File: config.mk
export PLATFORM = sky130hd
export DESIGN_NAME = cd_serial_rx
export DESIGN_NICKNAME = d
export VERILOG_FILES = /design/src/rtl/cdrx_pkg.sv /design/src/rtl/cdrx_ctrl.sv /design/src/rtl/cdrx_datapath.sv /design/src/rtl/cd_serial_rx.sv
export SDC_FILE = /design/constraint.sdc
export NUM_CORES = 1
export LEC_CHECK = 0
export CORE_ASPECT_RATIO = 1.1
export CORE_MARGIN = 5
export CORE_UTILIZATION = 35
export CTS_CLUSTER_DIAMETER = 200
export DETAILED_ROUTE_END_ITERATION = 8
export GPL_ROUTABILITY_DRIVEN = 0
export PLACE_DENSITY = 0.55
export SYNTH_ARGS = -nofsm -noshare
export SYNTH_HDL_FRONTEND = slang
export SYNTH_HIERARCHICAL = 1
export SYNTH_SLANG_ARGS = --single-unit
File: constraint.sdc
create_clock -name clk -period 4.1 [get_ports clk]
set_input_delay 0.82 -clock clk [delete_from_list [all_inputs] [get_ports clk]]
set_output_delay 0.82 -clock clk [all_outputs]
set_load 0.1 [all_outputs]
File: src/rtl/cdrx_pkg.sv
package cdrx_pkg;
  localparam int SAMPLE_BITS = 16;
  localparam int BYTE_BITS   = 8;
  localparam int MAX_SLOT    = 32;
  localparam int CNT_W       = $clog2(MAX_SLOT) + 1;

  // strobes from control to datapath
  typedef struct packed {
    logic shiftEn;    // capture the sampled data bit
    logic firstBit;   // first bit of the 16-bit capture window
    logic firstHalf;  // bit belongs to the first eight captured
    logic latchWord;  // capture window complete, move word to holding
    logic emitFirst;  // deliver the first byte of the held word
    logic emitSecond; // deliver the second byte of the held word
  } rxCtrlT;
endpackage

File: src/rtl/cdrx_ctrl.sv
module cdrx_ctrl
  import cdrx_pkg::*;
(
  input  logic       clk,
  input  logic       rstN,
  input  logic       rxEnable,
  input  logic       cfgRiseEdge,
  input  logic [1:0] cfgSlotMode,
  input  logic       bclkS,
  input  logic       lrckS,
  output rxCtrlT     ctrl,
  output logic       slotLevel
);
  logic             bclkPrev;
  logic             haveLr;
  logic             synced;
  logic [CNT_W-1:0] bitIdx;
  logic             latchQ;
  logic             emitA;
  logic             emitB;

  logic             strobe;
  logic             newSlot;
  logic [CNT_W-1:0] idxNow;
  logic [CNT_W-1:0] slotBits;
  logic [CNT_W-1:0] winStart;
  logic [CNT_W-1:0] pos;
  logic             inWin;
  logic             lastBit;

  always_comb begin
    unique case (cfgSlotMode)
      2'b00:   slotBits = CNT_W'(16);
      2'b01:   slotBits = CNT_W'(24);
      default: slotBits = CNT_W'(32);
    endcase
    winStart = slotBits - CNT_W'(SAMPLE_BITS);
    strobe   = rxEnable && (cfgRiseEdge ? (bclkS && !bclkPrev) : (!bclkS && bclkPrev));
    newSlot  = haveLr && (lrckS != slotLevel);
    idxNow   = newSlot ? '0 : bitIdx;
    inWin    = (synced || newSlot) && (idxNow >= winStart) && (idxNow < slotBits);
    pos      = idxNow - winStart;
    lastBit  = (idxNow == slotBits - CNT_W'(1));

    ctrl.shiftEn    = strobe && inWin;
    ctrl.firstBit   = (pos == '0);
    ctrl.firstHalf  = (pos < CNT_W'(BYTE_BITS));
    ctrl.latchWord  = latchQ;
    ctrl.emitFirst  = emitA;
    ctrl.emitSecond = emitB;
  end

  always_ff @(posedge clk) begin
    if (!rstN) begin
      bclkPrev  <= 1'b0;
      haveLr    <= 1'b0;
      synced    <= 1'b0;
      slotLevel <= 1'b0;
      bitIdx    <= '0;
      latchQ    <= 1'b0;
      emitA     <= 1'b0;
      emitB     <= 1'b0;
    end else begin
      bclkPrev <= bclkS;
      emitA    <= latchQ;
      emitB    <= emitA;
      if (!rxEnable) begin
        haveLr <= 1'b0;
        synced <= 1'b0;
        bitIdx <= '0;
        latchQ <= 1'b0;
      end else begin
        latchQ <= strobe && inWin && lastBit;
        if (strobe) begin
          haveLr    <= 1'b1;
          slotLevel <= lrckS;
          if (newSlot) synced <= 1'b1;
          bitIdx <= (idxNow == '1) ? idxNow : idxNow + CNT_W'(1);
        end
      end
    end
  end
endmodule

File: src/rtl/cdrx_datapath.sv
module cdrx_datapath
  import cdrx_pkg::*;
#(
  parameter int ADDR_W = 15
) (
  input  logic                 clk,
  input  logic                 rstN,
  input  rxCtrlT               ctrl,
  input  logic                 dataBit,
  input  logic                 c2Bit,
  input  logic                 slotLevel,
  input  logic                 cfgLeftLow,
  input  logic                 cfgLsbFirst,
  input  logic                 cfgLowFirst,
  input  logic                 addrLoad,
  input  logic [ADDR_W-1:0]    addrLoadValue,
  output logic                 byteValid,
  output logic [BYTE_BITS-1:0] byteData,
  output logic                 byteC2,
  output logic                 byteLeft,
  output logic [ADDR_W-1:0]    byteAddr
);
  logic [SAMPLE_BITS-1:0] shiftReg;
  logic                   c2First;
  logic                   c2Second;
  logic [SAMPLE_BITS-1:0] heldWord;
  logic                   heldC2Up;
  logic                   heldC2Lo;
  logic                   heldLeft;
  logic [ADDR_W-1:0]      addrCnt;
  logic                   emitNow;
  logic                   sendLower;

  assign emitNow   = ctrl.emitFirst || ctrl.emitSecond;
  assign sendLower = ctrl.emitFirst ? cfgLowFirst : !cfgLowFirst;

  always_ff @(posedge clk) begin
    if (!rstN) begin
      shiftReg <= '0;
      c2First  <= 1'b0;
      c2Second <= 1'b0;
    end else if (ctrl.shiftEn) begin
      shiftReg <= cfgLsbFirst ? {dataBit, shiftReg[SAMPLE_BITS-1:1]}
                              : {shiftReg[SAMPLE_BITS-2:0], dataBit};
      if (ctrl.firstBit) begin
        c2First  <= c2Bit;
        c2Second <= 1'b0;
      end else if (ctrl.firstHalf) begin
        c2First  <= c2First | c2Bit;
      end else begin
        c2Second <= c2Second | c2Bit;
      end
    end
  end

  always_ff @(posedge clk) begin
    if (!rstN) begin
      heldWord <= '0;
      heldC2Up <= 1'b0;
      heldC2Lo <= 1'b0;
      heldLeft <= 1'b0;
    end else if (ctrl.latchWord) begin
      heldWord <= shiftReg;
      heldC2Up <= cfgLsbFirst ? c2Second : c2First;
      heldC2Lo <= cfgLsbFirst ? c2First  : c2Second;
      heldLeft <= slotLevel ^ cfgLeftLow;
    end
  end

  always_ff @(posedge clk) begin
    if (!rstN) begin
      byteValid <= 1'b0;
      byteData  <= '0;
      byteC2    <= 1'b0;
      byteLeft  <= 1'b0;
      byteAddr  <= '0;
      addrCnt   <= '0;
    end else begin
      byteValid <= emitNow;
      if (emitNow) begin
        byteData <= sendLower ? heldWord[BYTE_BITS-1:0] : heldWord[SAMPLE_BITS-1:BYTE_BITS];
        byteC2   <= sendLower ? heldC2Lo : heldC2Up;
        byteLeft <= heldLeft;
        byteAddr <= addrCnt;
      end
      if (addrLoad)     addrCnt <= addrLoadValue;
      else if (emitNow) addrCnt <= addrCnt + ADDR_W'(1);
    end
  end
endmodule

File: src/rtl/cd_serial_rx.sv
module cd_serial_rx
  import cdrx_pkg::*;
#(
  parameter int ADDR_W      = 15,
  parameter int SYNC_STAGES = 2
) (
  input  logic                 clk,
  input  logic                 rstN,
  input  logic                 rxEnable,
  input  logic                 cfgRiseEdge,
  input  logic                 cfgLeftLow,
  input  logic [1:0]           cfgSlotMode,
  input  logic                 cfgLsbFirst,
  input  logic                 cfgLowFirst,
  input  logic                 bclkIn,
  input  logic                 lrckIn,
  input  logic                 dataIn,
  input  logic                 c2In,
  input  logic                 addrLoad,
  input  logic [ADDR_W-1:0]    addrLoadValue,
  output logic                 byteValid,
  output logic [BYTE_BITS-1:0] byteData,
  output logic                 byteC2,
  output logic                 byteLeft,
  output logic [ADDR_W-1:0]    byteAddr
);
  localparam int LINES = 4;

  logic [LINES-1:0] rawLines;
  logic [LINES-1:0] syncLines;
  rxCtrlT           ctrl;
  logic             slotLevel;

  assign rawLines = {bclkIn, lrckIn, dataIn, c2In};

  for (genvar s = 0; s < SYNC_STAGES; s++) begin : g_sync
    logic [LINES-1:0] q;
    if (s == 0) begin : g_head
      always_ff @(posedge clk) q <= rstN ? rawLines : '0;
    end else begin : g_tail
      always_ff @(posedge clk) q <= rstN ? g_sync[s-1].q : '0;
    end
  end
  assign syncLines = g_sync[SYNC_STAGES-1].q;

  cdrx_ctrl uCtrl (
    .clk         (clk),
    .rstN        (rstN),
    .rxEnable    (rxEnable),
    .cfgRiseEdge (cfgRiseEdge),
    .cfgSlotMode (cfgSlotMode),
    .bclkS       (syncLines[3]),
    .lrckS       (syncLines[2]),
    .ctrl        (ctrl),
    .slotLevel   (slotLevel)
  );

  cdrx_datapath #(.ADDR_W(ADDR_W)) uData (
    .clk           (clk),
    .rstN          (rstN),
    .ctrl          (ctrl),
    .dataBit       (syncLines[1]),
    .c2Bit         (syncLines[0]),
    .slotLevel     (slotLevel),
    .cfgLeftLow    (cfgLeftLow),
    .cfgLsbFirst   (cfgLsbFirst),
    .cfgLowFirst   (cfgLowFirst),
    .addrLoad      (addrLoad),
    .addrLoadValue (addrLoadValue),
    .byteValid     (byteValid),
    .byteData      (byteData),
    .byteC2        (byteC2),
    .byteLeft      (byteLeft),
    .byteAddr      (byteAddr)
  );
endmodule

# After elaboration in Yosys (flattened, before gate mapping)
# Index checks and enable logic that the tools add are counted.
# totals
ff_bits	99
inputBits	29
output_inout_bits	26
elab_cells	77
# classes
add_sub_neg	5
n_lt_le_gt_ge	3
eq_ne	5
muxes	16
n_bitwise	3
reduce_logical	22
# ops
cell	count
15-bit two-way mux	2
16-bit two-way mux	1
15-bit by 1-bit adder with 15-bit output, second input constant	1
6-bit two-way mux	2
6-bit one-hot mux with 2 select lines	1
2-bit AND reduction	5
1-bit two-way mux	9
1-bit logical AND	8
8-bit two-way mux	1
6-bit by 1-bit adder with 6-bit output, second input constant	1
6-bit equality test	1
6-bit equality test, second input constant	1
6-bit >= comparator	1
6-bit zero test	1
6-bit by 4-bit less-than comparator with 1-bit output, second input constant	1
6-bit less-than comparator	1
6-bit by 1-bit subtractor with 6-bit output, second input constant	1
6-bit by 5-bit subtractor with 6-bit output, second input constant	1
6-bit subtractor	1
2-bit nonzero test	2
1-bit zero test	3
2-bit by 1-bit equality test with 1-bit output, second input constant	1
2-bit zero test	1
1-bit logical OR	2
other kinds (4)	5

# Depth between registers and ports, before layout
# Gate-level depths: netlist (run 1).
# logic_depth
word_depth	8
mapped_depth	12
mapped_depth_nobuf	11

# Cells and area by module
# The synthesis (run 1) kept the hierarchy.
# modules_own_cells
module	instances	cells_each	area_each_um2	seq_area_each_um2
cdrx_datapath	1	355	3408.3	1561.5
cdrx_ctrl	1	106	894.6	260.2
cd_serial_rx	1	16	210.2	160.2

# Worst setup path before layout (run 1)
# OpenSTA, ideal clock, no wires.
# synth_timing
path_kind	flip-flop to flip-flop
startpoint	register uCtrl.slotLevel
endpoint	register uData.shiftReg[10]
setup_time_ns	0.116
arrival_time_ns	2.517
required_time_ns	3.984
path_slack_ns	1.467
stages_incl_launch_ff	12
n_path_buf	2
period_less_slack_ns	2.633
path_cell_list	dfxtp_1 > xor2_1 > nand2_1 > and2_2 > ha_1 > o21bai_1 > a221oi_1 > o211a_1 > clkbuf_1 > clkbuf_1 > nand2_1 > o211a_1
# synth_rtl
item	line	text
from (decl)	cdrx_ctrl.sv:12	output logic slotLevel
from (signal assigned)	cdrx_ctrl.sv:76	slotLevel <= lrckS;
to (signal assigned)	cdrx_datapath.sv:43	shiftReg <= cfgLsbFirst ? {dataBit, shiftReg[SAMPLE_BITS-1:1]}
to (decl)	cdrx_datapath.sv:23	logic [SAMPLE_BITS-1:0] shiftReg;

==> reports/metrics.yaml, run 1 <==
final_layout:
  layout_commonest_cell: "dfxtp_1"
  diodes: 0
  areaGrowthSynthToFinish_pct: 20.6
  nets: 549
  drive_gt1_share_pct: 5.22
  most-common-layout-cells: "dfxtp_1, nand2_1, clkdlybuf4s50_1"
setup_path:
  cp_cell_sequence: "xor2_1 -> nand2_1 -> and2_2 -> ha_1 -> o21bai_1 -> a221oi_1 -> o211a_1 -> buf_4 -> o211ai_1 -> a21boi_0"
  crit_type: "flip-flop to flip-flop"
  cp.arrival_ps: 3190
  cp-end-kind: "flip-flop"
  cp_num_buf_inv: 1
  critPathMaxStageDelay_ps: 380
  crit_fanout: 35
  cp.required_ps: 4360
  cpMaxStageDelayCell: "dfxtp_1"
  critPathLaunchType: "flip-flop"
  crit_family: "compound AO/OA/AOI/OAI gates"
clocking:
  cts_resized: 0
  numClockSinks: 99
  postCtsSetupRepairBufs: 0
  cts_made_buffers: 9
  cts_tree: "done"
  clk_latency_ps: 350
  cts.path.max_buffers: 2
  holdBufCountCts: 0
  cts_max_level: 3
  clkSlewWorstSetupHoldPaths_ps: 60
  root_buffer: "clkbuf_16"
timing:
  slew_headroom_pct: 25.2
  rsz0062_at_grt: "false"
  hold_viol_final: 0
  slew_violations: 0
  worst_pin_slew_ps: 1120
  setup_tns_ps: 0
  setup_viol: 0
  fin_skew_ps: 6.76
  period_minus_slack_ps: 2930
  timing.final.crit_share_pct: 71.4
  clock.fmax_mhz: 341
job:
  cap_violations: 0
logic_synthesis:
  synth.avg_cell_area_um2: 9.46
  syn_area_mm2: 0.00451
  synth-main-ff-cell: "dfxtp_1"
  netlist_instances: 477
  yosysWarnings: 6
  synth-seq-cells: 99
  synth_edf_count: 0
  synth-seq-area-share_pct: 43.9
  syn_nets: 514
  yosysUniqueCellTypes: 55
  async_reset_ff_share_pct: 0
power:
  leakagePower_nw: 2.18
  switchingPower_mw: 0.437
  internal_power_mw: 1.65
  switching_share_pct: 21.0
  power_frac_comb_pct: 5.1
  total_power_mw: 2.08
  max-vdd-ir-drop_mv: 0.191
  clockPowerShare_pct: 47.4
  power_density_mw_per_mm2: 383
  power_frac_seq_pct: 47.6
global_routing:
  grt_pass1_vias: 3276
  overflow: 0
  grt_pass1_wl_mm: 16.2
  grt_use_total_pct: 13.0
  grt_antenna_before_repair: 0
  grt_max_degree: 51
die:
  core_mm2: 0.0126
  initial_core_util_pct: 35.7
  dieArea_mm2: 0.0153
  ios: 55
  rows: 43
  fp.dieW_um: 118
  die_h_um: 129
detailed_routing:
  drt-pass1-iter-count: 4
  drt-vias-per-instance: 5.09
  wire_per_inst_um: 14.4
  dr_wl_met3_um: 411
  top_layer_used: "met4"
  wl_met1_mm: 4.57
  drc: 0
  routed-wl-met2_mm: 4.60
  antenna_left: 0
  drt_first_iter_violations: 185
  vias: 3433
  drt_wl_total_mm: 9.72
outcome:
  outcome: "completed"
worst_hold_path:
  hp-class: "flip-flop to flip-flop"
place:
  port_buffers: 54
  hpwl_mm: 6.62
==> state kept, by name, indices dropped and copies added, names as in the netlist, 6 cells and up <==
signal and count:
g_sync.q 8, uData/byteData 8, uData/addrCnt 15, uData/heldWord 16, uData/byteAddr 15, uCtrl/bitIdx 6, uData/shiftReg 16
==> synthesized netlist by cell type (5+ instances only) <==
cell type   n  share of area [%]
nor2_1      6               0.50
nor2b_1    18                2.5
o21ai_0    20                2.2
dfxtp_1    99                 44
mux2i_1    46                 10
nand4_1     5               0.69
ha_1        7                1.9
inv_1      13                1.1
and2_1     18                2.5
a31oi_1     5               0.69
xnor2_1    10                1.9
clkbuf_1   17                1.4
a21oi_1    14                1.6
nand2_1    80                6.7
o211a_1    31                6.9
a21boi_0   17                2.8
buf_2       7               0.78
==> path summary, 6_finish.rpt <==
| check | slack, ps | startpoint | endpoint | cells past startpoint |
|---|---|---|---|---|
| worst max register to register | 1170 | uCtrl/slotLevel | uData/c2First | 10 |
| worst max-delay path | 1170 | uCtrl/slotLevel | uData/c2First | 10 |
| worst min register to register | 430 | g_sync[0].q[1] | g_sync[1].q[1] | 1 |
| worst min-delay path | 430 | g_sync[0].q[1] | g_sync[1].q[1] | 1 |
==> per-layer routing <==
layer  up-vias  global-route usage [%]
met5         -                       0
li1       1741                       -
met2        61                    21.1
met4         0                    5.06
met3         9                    3.80
met1      1622                    16.5
==> per-stage QoR <==
stage	cells	utilization, %	area, µm²	hold slack [ps]	setup slack [ps]
6_report	674	43.0	5440	434	1170
3_3_place_gp	658	40.3	5090	418	1130
3_5_place_dp	658	40.3	5090	421	1060
4_1_cts	674	43.0	5440	436	1200
5_1_grt	674	43.0	5440	462	877
2_1_floorplan	477	-	4510	412	1470
==> cell type report <==
class | instances | area (µm²)
multi-input combinational | 333 | 2310
inverter | 13 | 48.8
timing repair buffer | 56 | 551
clock buffer | 10 | 239
clock inverter | 6 | 113
tap | 157 | 196
sequential | 99 | 1980
fill | 1237 | 7200
==> power by group through the flow <==
stage	Combinational [mW]	Sequential, mW	Clock [mW]
floorplan	0.0647	1.01	0
global placement	0.105	1.01	0
detailed placement	0.105	1.01	0
CTS	0.106	0.990	1.02
global route	0.115	0.992	1.06
finish	0.105	0.990	0.986
==> kinds of logic (layout without fill, tap and decap cells) <==
logic type | after synthesis | in the layout | share of synthesized area, %
XOR/XNOR | 15 | 15 | 3.33
buffers and inverters | 45 | 85 | 4.85
flip-flops | 99 | 99 | 43.9
adder cells (fa/ha/maj) | 8 | 8 | 2.38
multiplexers | 46 | 46 | 10.2
AND/OR/NAND/NOR | 158 | 158 | 17.9
AO/OA/AOI/OAI | 106 | 106 | 17.5
No activity file was read; power rests on OpenSTA's default activity.
==> inputs of run 2 (changes only) <==
--- a/config.mk
+++ b/config.mk
@@ -11,7 +11,7 @@
 export CTS_CLUSTER_DIAMETER = 200
 export DETAILED_ROUTE_END_ITERATION = 8
 export GPL_ROUTABILITY_DRIVEN = 0
-export PLACE_DENSITY = 0.55
+export PLACE_DENSITY = 0.57
 export SYNTH_ARGS = -nofsm -noshare
 export SYNTH_HDL_FRONTEND = slang
 export SYNTH_HIERARCHICAL = 1
==> constraint.sdc (replaced) <==
create_clock -name clk -period 2.6 [get_ports clk]
set_input_delay 0.52 -clock clk [delete_from_list [all_inputs] [get_ports clk]]
set_output_delay 0.52 -clock clk [all_outputs]
set_load 0.1 [all_outputs]
==> run 2 against run 1 <==
Critical path depth did not move. Hold slack lost 3.3 ps. Clock power increased by 35%.
==> reports/metrics.yaml, run 2 (synthesis results as in run 1) <==
outcome:
  outcome: "completed"
setup_path:
  cp.arrival_ps: 2610  # -580 ps
  regToRegSetupSlack_ps: 240  # -930 ps
  critical_path_cell_count: 10  # unchanged
  ff2ff_path_depth: 10  # unchanged
  cp_num_buf_inv: 1  # unchanged
  worstSetupEndpoint: "uData/shiftReg[12]"
  r2r-end: "uData/shiftReg[12]"
  cp-end-kind: "flip-flop"
  cp.required_ps: 2840  # -1520 ps
  crit_family: "compound AO/OA/AOI/OAI gates"
  cpMaxStageDelayCell: "dfxtp_1"
  crit_type: "flip-flop to flip-flop"
  critPathLaunchType: "flip-flop"
  startpoint: "g_sync[1].q[2]"
  crit_fanout: 33  # -5.7%
  cp_cell_sequence: "xor2_2 -> nand2_1 -> and2_2 -> ha_1 -> o21bai_1 -> a221oi_2 -> o211a_1 -> buf_12 -> nand2_1 -> o211a_1"
  worstReg2RegStart: "g_sync[1].q[2]"
  critPathMaxStageDelay_ps: 380  # about the same
power:
  leakagePower_nw: 2.22  # +2.0%
  max-vdd-ir-drop_mv: 0.252  # +32%
  power_density_mw_per_mm2: 567  # +48%
detailed_routing:
  wire_per_inst_um: 14.6  # +1.1%
  drt-vias-per-instance: 5.07  # -0.45%
  drt-pass1-iter-count: 4  # unchanged
  drt_first_iter_violations: 237  # +28%
  drt_wl_total_mm: 9.88  # +1.7%
  drc: 0  # unchanged
  vias: 3438  # +0.15%
  antenna_left: 0  # unchanged
place:
  hpwl_mm: 6.78  # +2.4%
  port_buffers: 54  # unchanged
timing:
  slew_violations: 0  # unchanged
  hold_viol_final: 0  # unchanged
  worst_pin_slew_ps: 1200  # +79.7 ps
  setup_tns_ps: 0  # unchanged
  fin_skew_ps: 9.31  # +2.55 ps
  setup_viol: 0  # unchanged
  period_minus_slack_ps: 2360  # -567 ps
  rsz0062_at_grt: "false"
  clock.fmax_mhz: 423  # +24%
  slew_headroom_pct: 19.8  # -5.3 points
  timing.final.crit_share_pct: 90.9  # +19 points
final_layout:
  largestRegisters: "uData/heldWord x16, uData/shiftReg x16"
  layout_commonest_cell: "dfxtp_1"
  drive_gt1_share_pct: 11.5  # +6.3 points
  areaGrowthSynthToFinish_pct: 19.4
  diodes: 0  # unchanged
  nets: 553  # +0.73%
  most-common-layout-cells: "dfxtp_1, nand2_1, mux2i_1"
  fin_util_pct: 42.6  # -0.42 points
global_routing:
  overflow: 0  # unchanged
  grt_max_degree: 84  # +65%
  grt_pass1_vias: 3293  # +0.52%
  grt_antenna_before_repair: 0  # unchanged
  grt_pass1_wl_mm: 16.5  # +2.3%
  grt_use_total_pct: 13.2  # +0.18 points
clocking:
  cts_max_level: 3  # unchanged
  postCtsSetupRepairBufs: 0  # unchanged
  cts_tree: "done"
  numClockSinks: 99  # unchanged
  cts.path.max_buffers: 2  # unchanged
  clkSlewWorstSetupHoldPaths_ps: 70  # about the same
  cts_made_buffers: 9  # unchanged
  root_buffer: "clkbuf_16"
  clk_latency_ps: 350  # about the same
worst_hold_path:
  hp-class: "flip-flop to flip-flop"
job:
  cap_violations: 0  # unchanged
die:
  dieArea_mm2: 0.0153  # unchanged
  ios: 55  # unchanged
  fp.dieW_um: 118  # unchanged
  rows: 43  # unchanged
  initial_core_util_pct: 35.7  # unchanged
  die_h_um: 129  # unchanged
  core_mm2: 0.0126  # unchanged
-- run 2: cell count changes in the layout (fill, tap and decap cells not counted), sizes merged --
cell / change
clkbuf: -1
clkinv: +1
clkinvlp: +2
clkdlybuf4s50: -26
bufinv: -2
buf: +30
-- run 2: stage by stage --
step / cells / area [µm²] / power, mW / setup slack (ps) / hold WS (ps)
6_report: 678 / 5390 / 3.06 / 238 / 431
3_5_place_dp: 662 / 5080 / 1.77 / -37.9 / 419
4_1_cts: 678 / 5370 / 3.11 / 109 / 433
2_1_floorplan: 477 / 4520 / 1.69 / 34.1 / 412
3_3_place_gp: 662 / 5080 / 1.76 / 28.1 / 414
5_1_grt: 678 / 5390 / 3.18 / 32.6 / 460
-- run 2: area by class of cell --
cell class	count	area, µm²
clock buffer	9	225
clock inverter	7	68.8
fill	1230	7250
inverter	13	48.8
multi-input combinational	333	2330
sequential	99	1980
tap	157	196
timing repair buffer	60	541
-- run 2: where the power goes --
part	total (mW)	internal, mW	switching (mW)
registers	1.56	1.54	0.0238
clock network	1.33	0.742	0.583
logic	0.170	0.0911	0.0791
total	3.06	2.37	0.686
-- run 2: worst min-delay path by stage --
stage | end | cells past startpoint | slack [ps] | startpoint
finish | g_sync[1].q[1] | 1 | 430 | g_sync[0].q[1]
CTS | g_sync[1].q[1] | 1 | 430 | g_sync[0].q[1]
detailed placement | g_sync[1].q[1] | 1 | 420 | g_sync[0].q[1]
global route | g_sync[1].q[1] | 1 | 460 | g_sync[0].q[1]
global placement | g_sync[1].q[0] | 1 | 410 | g_sync[0].q[0]
floorplan | g_sync[1].q[0] | 1 | 410 | g_sync[0].q[0]
-- run 2: per-layer routing --
layer  up-vias  track usage, %  part of all wire (%)
met5         -               0                     0
met4         0            5.74                   1.9
met3        14            2.97                   3.6
met2        54            21.3                    46
met1      1620            17.1                    48
li1       1750               -                     -
-- run 2: timing repair --
action	in CTS	in global routing
resized for setup	0	3
hold buffers	0	0
endpoints found under the setup margin	0	18
-- run 2: worst register-to-register path: stages (launching register included) --
cell and delay, ps:
dfxtp_1 380, xor2_2 190, nand2_1 140, and2_2 260, ha_1 290, o21bai_1 100, a221oi_2 250, o211a_1 260
buf_12 190, nand2_1 80, o211a_1 110
==> inputs of run 3 (changes only) <==
--- a/config.mk
+++ b/config.mk
@@ -5,6 +5,7 @@
 export SDC_FILE = /design/constraint.sdc
 export NUM_CORES = 1
 export LEC_CHECK = 0
+export CAP_MARGIN = 20
 export CORE_ASPECT_RATIO = 1.1
 export CORE_MARGIN = 5
 export CORE_UTILIZATION = 35
==> run 3 against run 2 <==
Die area did not move. Flip-flop and latch count unchanged. Non-clock buffer count increased by 1. Highest routed layer unchanged. Hold slack better by 0.67 ps. Sequential share of layout area decreased by 0.085 points. Maximum frequency is 0.22% lower. Clock-buffer cell count up 2. Total power is 0.22% higher. Utilization grew 0.099 points.
==> reports/metrics.yaml, run 3 (synthesis results as in run 1) <==
die:
  fp.dieW_um: 118  # unchanged
  die_h_um: 129  # unchanged
  core_mm2: 0.0126  # unchanged
  rows: 43  # unchanged
  dieArea_mm2: 0.0153  # unchanged
  ios: 55  # unchanged
  initial_core_util_pct: 35.7  # unchanged
setup_path:
  critPathMaxStageDelay_ps: 380  # about the same
  cpMaxStageDelayCell: "dfxtp_1"
  cp.required_ps: 2830  # about the same
  critPathLaunchType: "flip-flop"
  cp_cell_sequence: "xor2_2 -> nand2_1 -> and2_2 -> ha_1 -> o21bai_1 -> a221oi_2 -> o211a_1 -> buf_12 -> nand2_1 -> o211a_1"
  cp_num_buf_inv: 1  # unchanged
  crit_type: "flip-flop to flip-flop"
  cp.arrival_ps: 2600  # about the same
  crit_family: "compound AO/OA/AOI/OAI gates"
  cp-end-kind: "flip-flop"
  crit_fanout: 33  # unchanged
global_routing:
  overflow: 0  # unchanged
  grt_pass1_vias: 3364  # +2.2%
  grt_max_degree: 84  # unchanged
  grt_antenna_before_repair: 0  # unchanged
  grt_pass1_wl_mm: 16.9  # +2.3%
  grt_use_total_pct: 13.6  # +0.33 points
timing:
  period_minus_slack_ps: 2370  # +5.15 ps
  worst_pin_slew_ps: 726  # -472 ps
  timing.final.crit_share_pct: 91.1  # +0.20 points
  fin_skew_ps: 6.77  # -2.54 ps
  hold_viol_final: 0  # unchanged
  slew_violations: 0  # unchanged
  clock.fmax_mhz: 422  # -0.22%
  slew_headroom_pct: 51.6  # +32 points
  fin_ws_ps: 232  # -5.15 ps
  setup_viol: 0  # unchanged
  rsz0062_at_grt: "false"
detailed_routing:
  drt-pass1-iter-count: 4  # unchanged
  drt_wl_total_mm: 9.92  # +0.35%
  drt_first_iter_violations: 213  # -10%
  drc: 0  # unchanged
  vias: 3478  # +1.2%
  drt-vias-per-instance: 5.12  # +1.0%
  antenna_left: 0  # unchanged
  wire_per_inst_um: 14.6  # +0.21%
final_layout:
  largestRegisters: "uData/heldWord x16, uData/shiftReg x16"
  final_cell_area_mm2: 0.00540  # +0.23%
  areaGrowthSynthToFinish_pct: 19.7
  most-common-layout-cells: "dfxtp_1, nand2_1, mux2i_1"
  diodes: 0  # unchanged
  layout_commonest_cell: "dfxtp_1"
  drive_gt1_share_pct: 11.5  # -0.022 points
  nets: 554  # +0.18%
power:
  internal_power_mw: 2.40  # +1.1%
  power_density_mw_per_mm2: 567  # about the same
  power_frac_seq_pct: 51.0  # about the same
  clockPowerShare_pct: 43.5  # +0.2 points
  leakagePower_nw: 2.23  # +0.45%
  switchingPower_mw: 0.667  # -2.7%
  switching_share_pct: 21.8  # -0.66 points
  max-vdd-ir-drop_mv: 0.344  # +37%
  power_frac_comb_pct: 5.5  # about the same
clocking:
  root_buffer: "clkbuf_16"
  cts.path.max_buffers: 2  # unchanged
  clk_latency_ps: 340  # about the same
  postCtsSetupRepairBufs: 0  # unchanged
  numClockSinks: 99  # unchanged
  cts_resized: 0  # unchanged
  clkSlewWorstSetupHoldPaths_ps: 60  # about the same
  cts_max_level: 3  # unchanged
  cts_made_buffers: 9  # unchanged
  cts_tree: "done"
  holdBufCountCts: 0  # unchanged
worst_hold_path:
  hp-class: "flip-flop to flip-flop"
place:
  dpl_cell_area_mm2: 0.00509  # +0.22%
  port_buffers: 54  # unchanged
  pre_cts_ws_ps: -9.66  # +28.3 ps
  hpwl_mm: 6.82  # +0.62%
job:
  cap_violations: 0  # unchanged
outcome:
  outcome: "completed"
==> run 3: path summary, 6_finish.rpt <==
kind | slack [ps] | to | start | cells past startpoint
worst min register to register | 430 | g_sync[1].q[1] | g_sync[0].q[1] | 1
worst max register to register | 230 | uData/shiftReg[4] | g_sync[1].q[2] | 10
worst max-delay path | 230 | uData/shiftReg[4] | g_sync[1].q[2] | 10
worst min-delay path | 430 | g_sync[1].q[1] | g_sync[0].q[1] | 1
==> run 3: final cells by class <==
type	count	area, µm²
fillers	1228	7240
multi-input cells	333	2330
flip-flops and latches	99	1980
repair buffers	61	552
clock buffers	11	243
well taps	157	196
clock inverters	5	52.6
inverters	13	48.8
==> run 3: metrics by stage <==
stage	setup TNS (ps)	util, %	cells	hold slack, ps	total power [mW]
after floorplan	0	-	477	412	1.69
after global placement	0	40.2	662	414	1.76
after detailed placement	-15.8	40.3	663	419	1.77
after CTS	0	42.6	679	434	3.12
after global routing	0	42.7	679	462	3.21
final	0	42.7	679	432	3.06
==> run 3: routing by layer <==
metal | wire [µm] | global-route usage [%] | share of wire (%) | vias to the layer above
met5 | 0 | 0 | 0 | -
met4 | 203 | 6.95 | 2.0 | 0
met3 | 405 | 2.79 | 4.1 | 18
met2 | 4650 | 21.6 | 47 | 71
met1 | 4660 | 17.5 | 47 | 1640
li1 | - | - | - | 1749
==> run 3: power groups by stage <==
stage / Clock, mW / Sequential [mW] / Combinational (mW)
6_report: 1.33 / 1.56 / 0.170
5_1_grt: 1.46 / 1.57 / 0.188
4_1_cts: 1.39 / 1.56 / 0.171
3_5_place_dp: 0 / 1.60 / 0.169
3_3_place_gp: 0 / 1.60 / 0.168
2_1_floorplan: 0 / 1.59 / 0.102
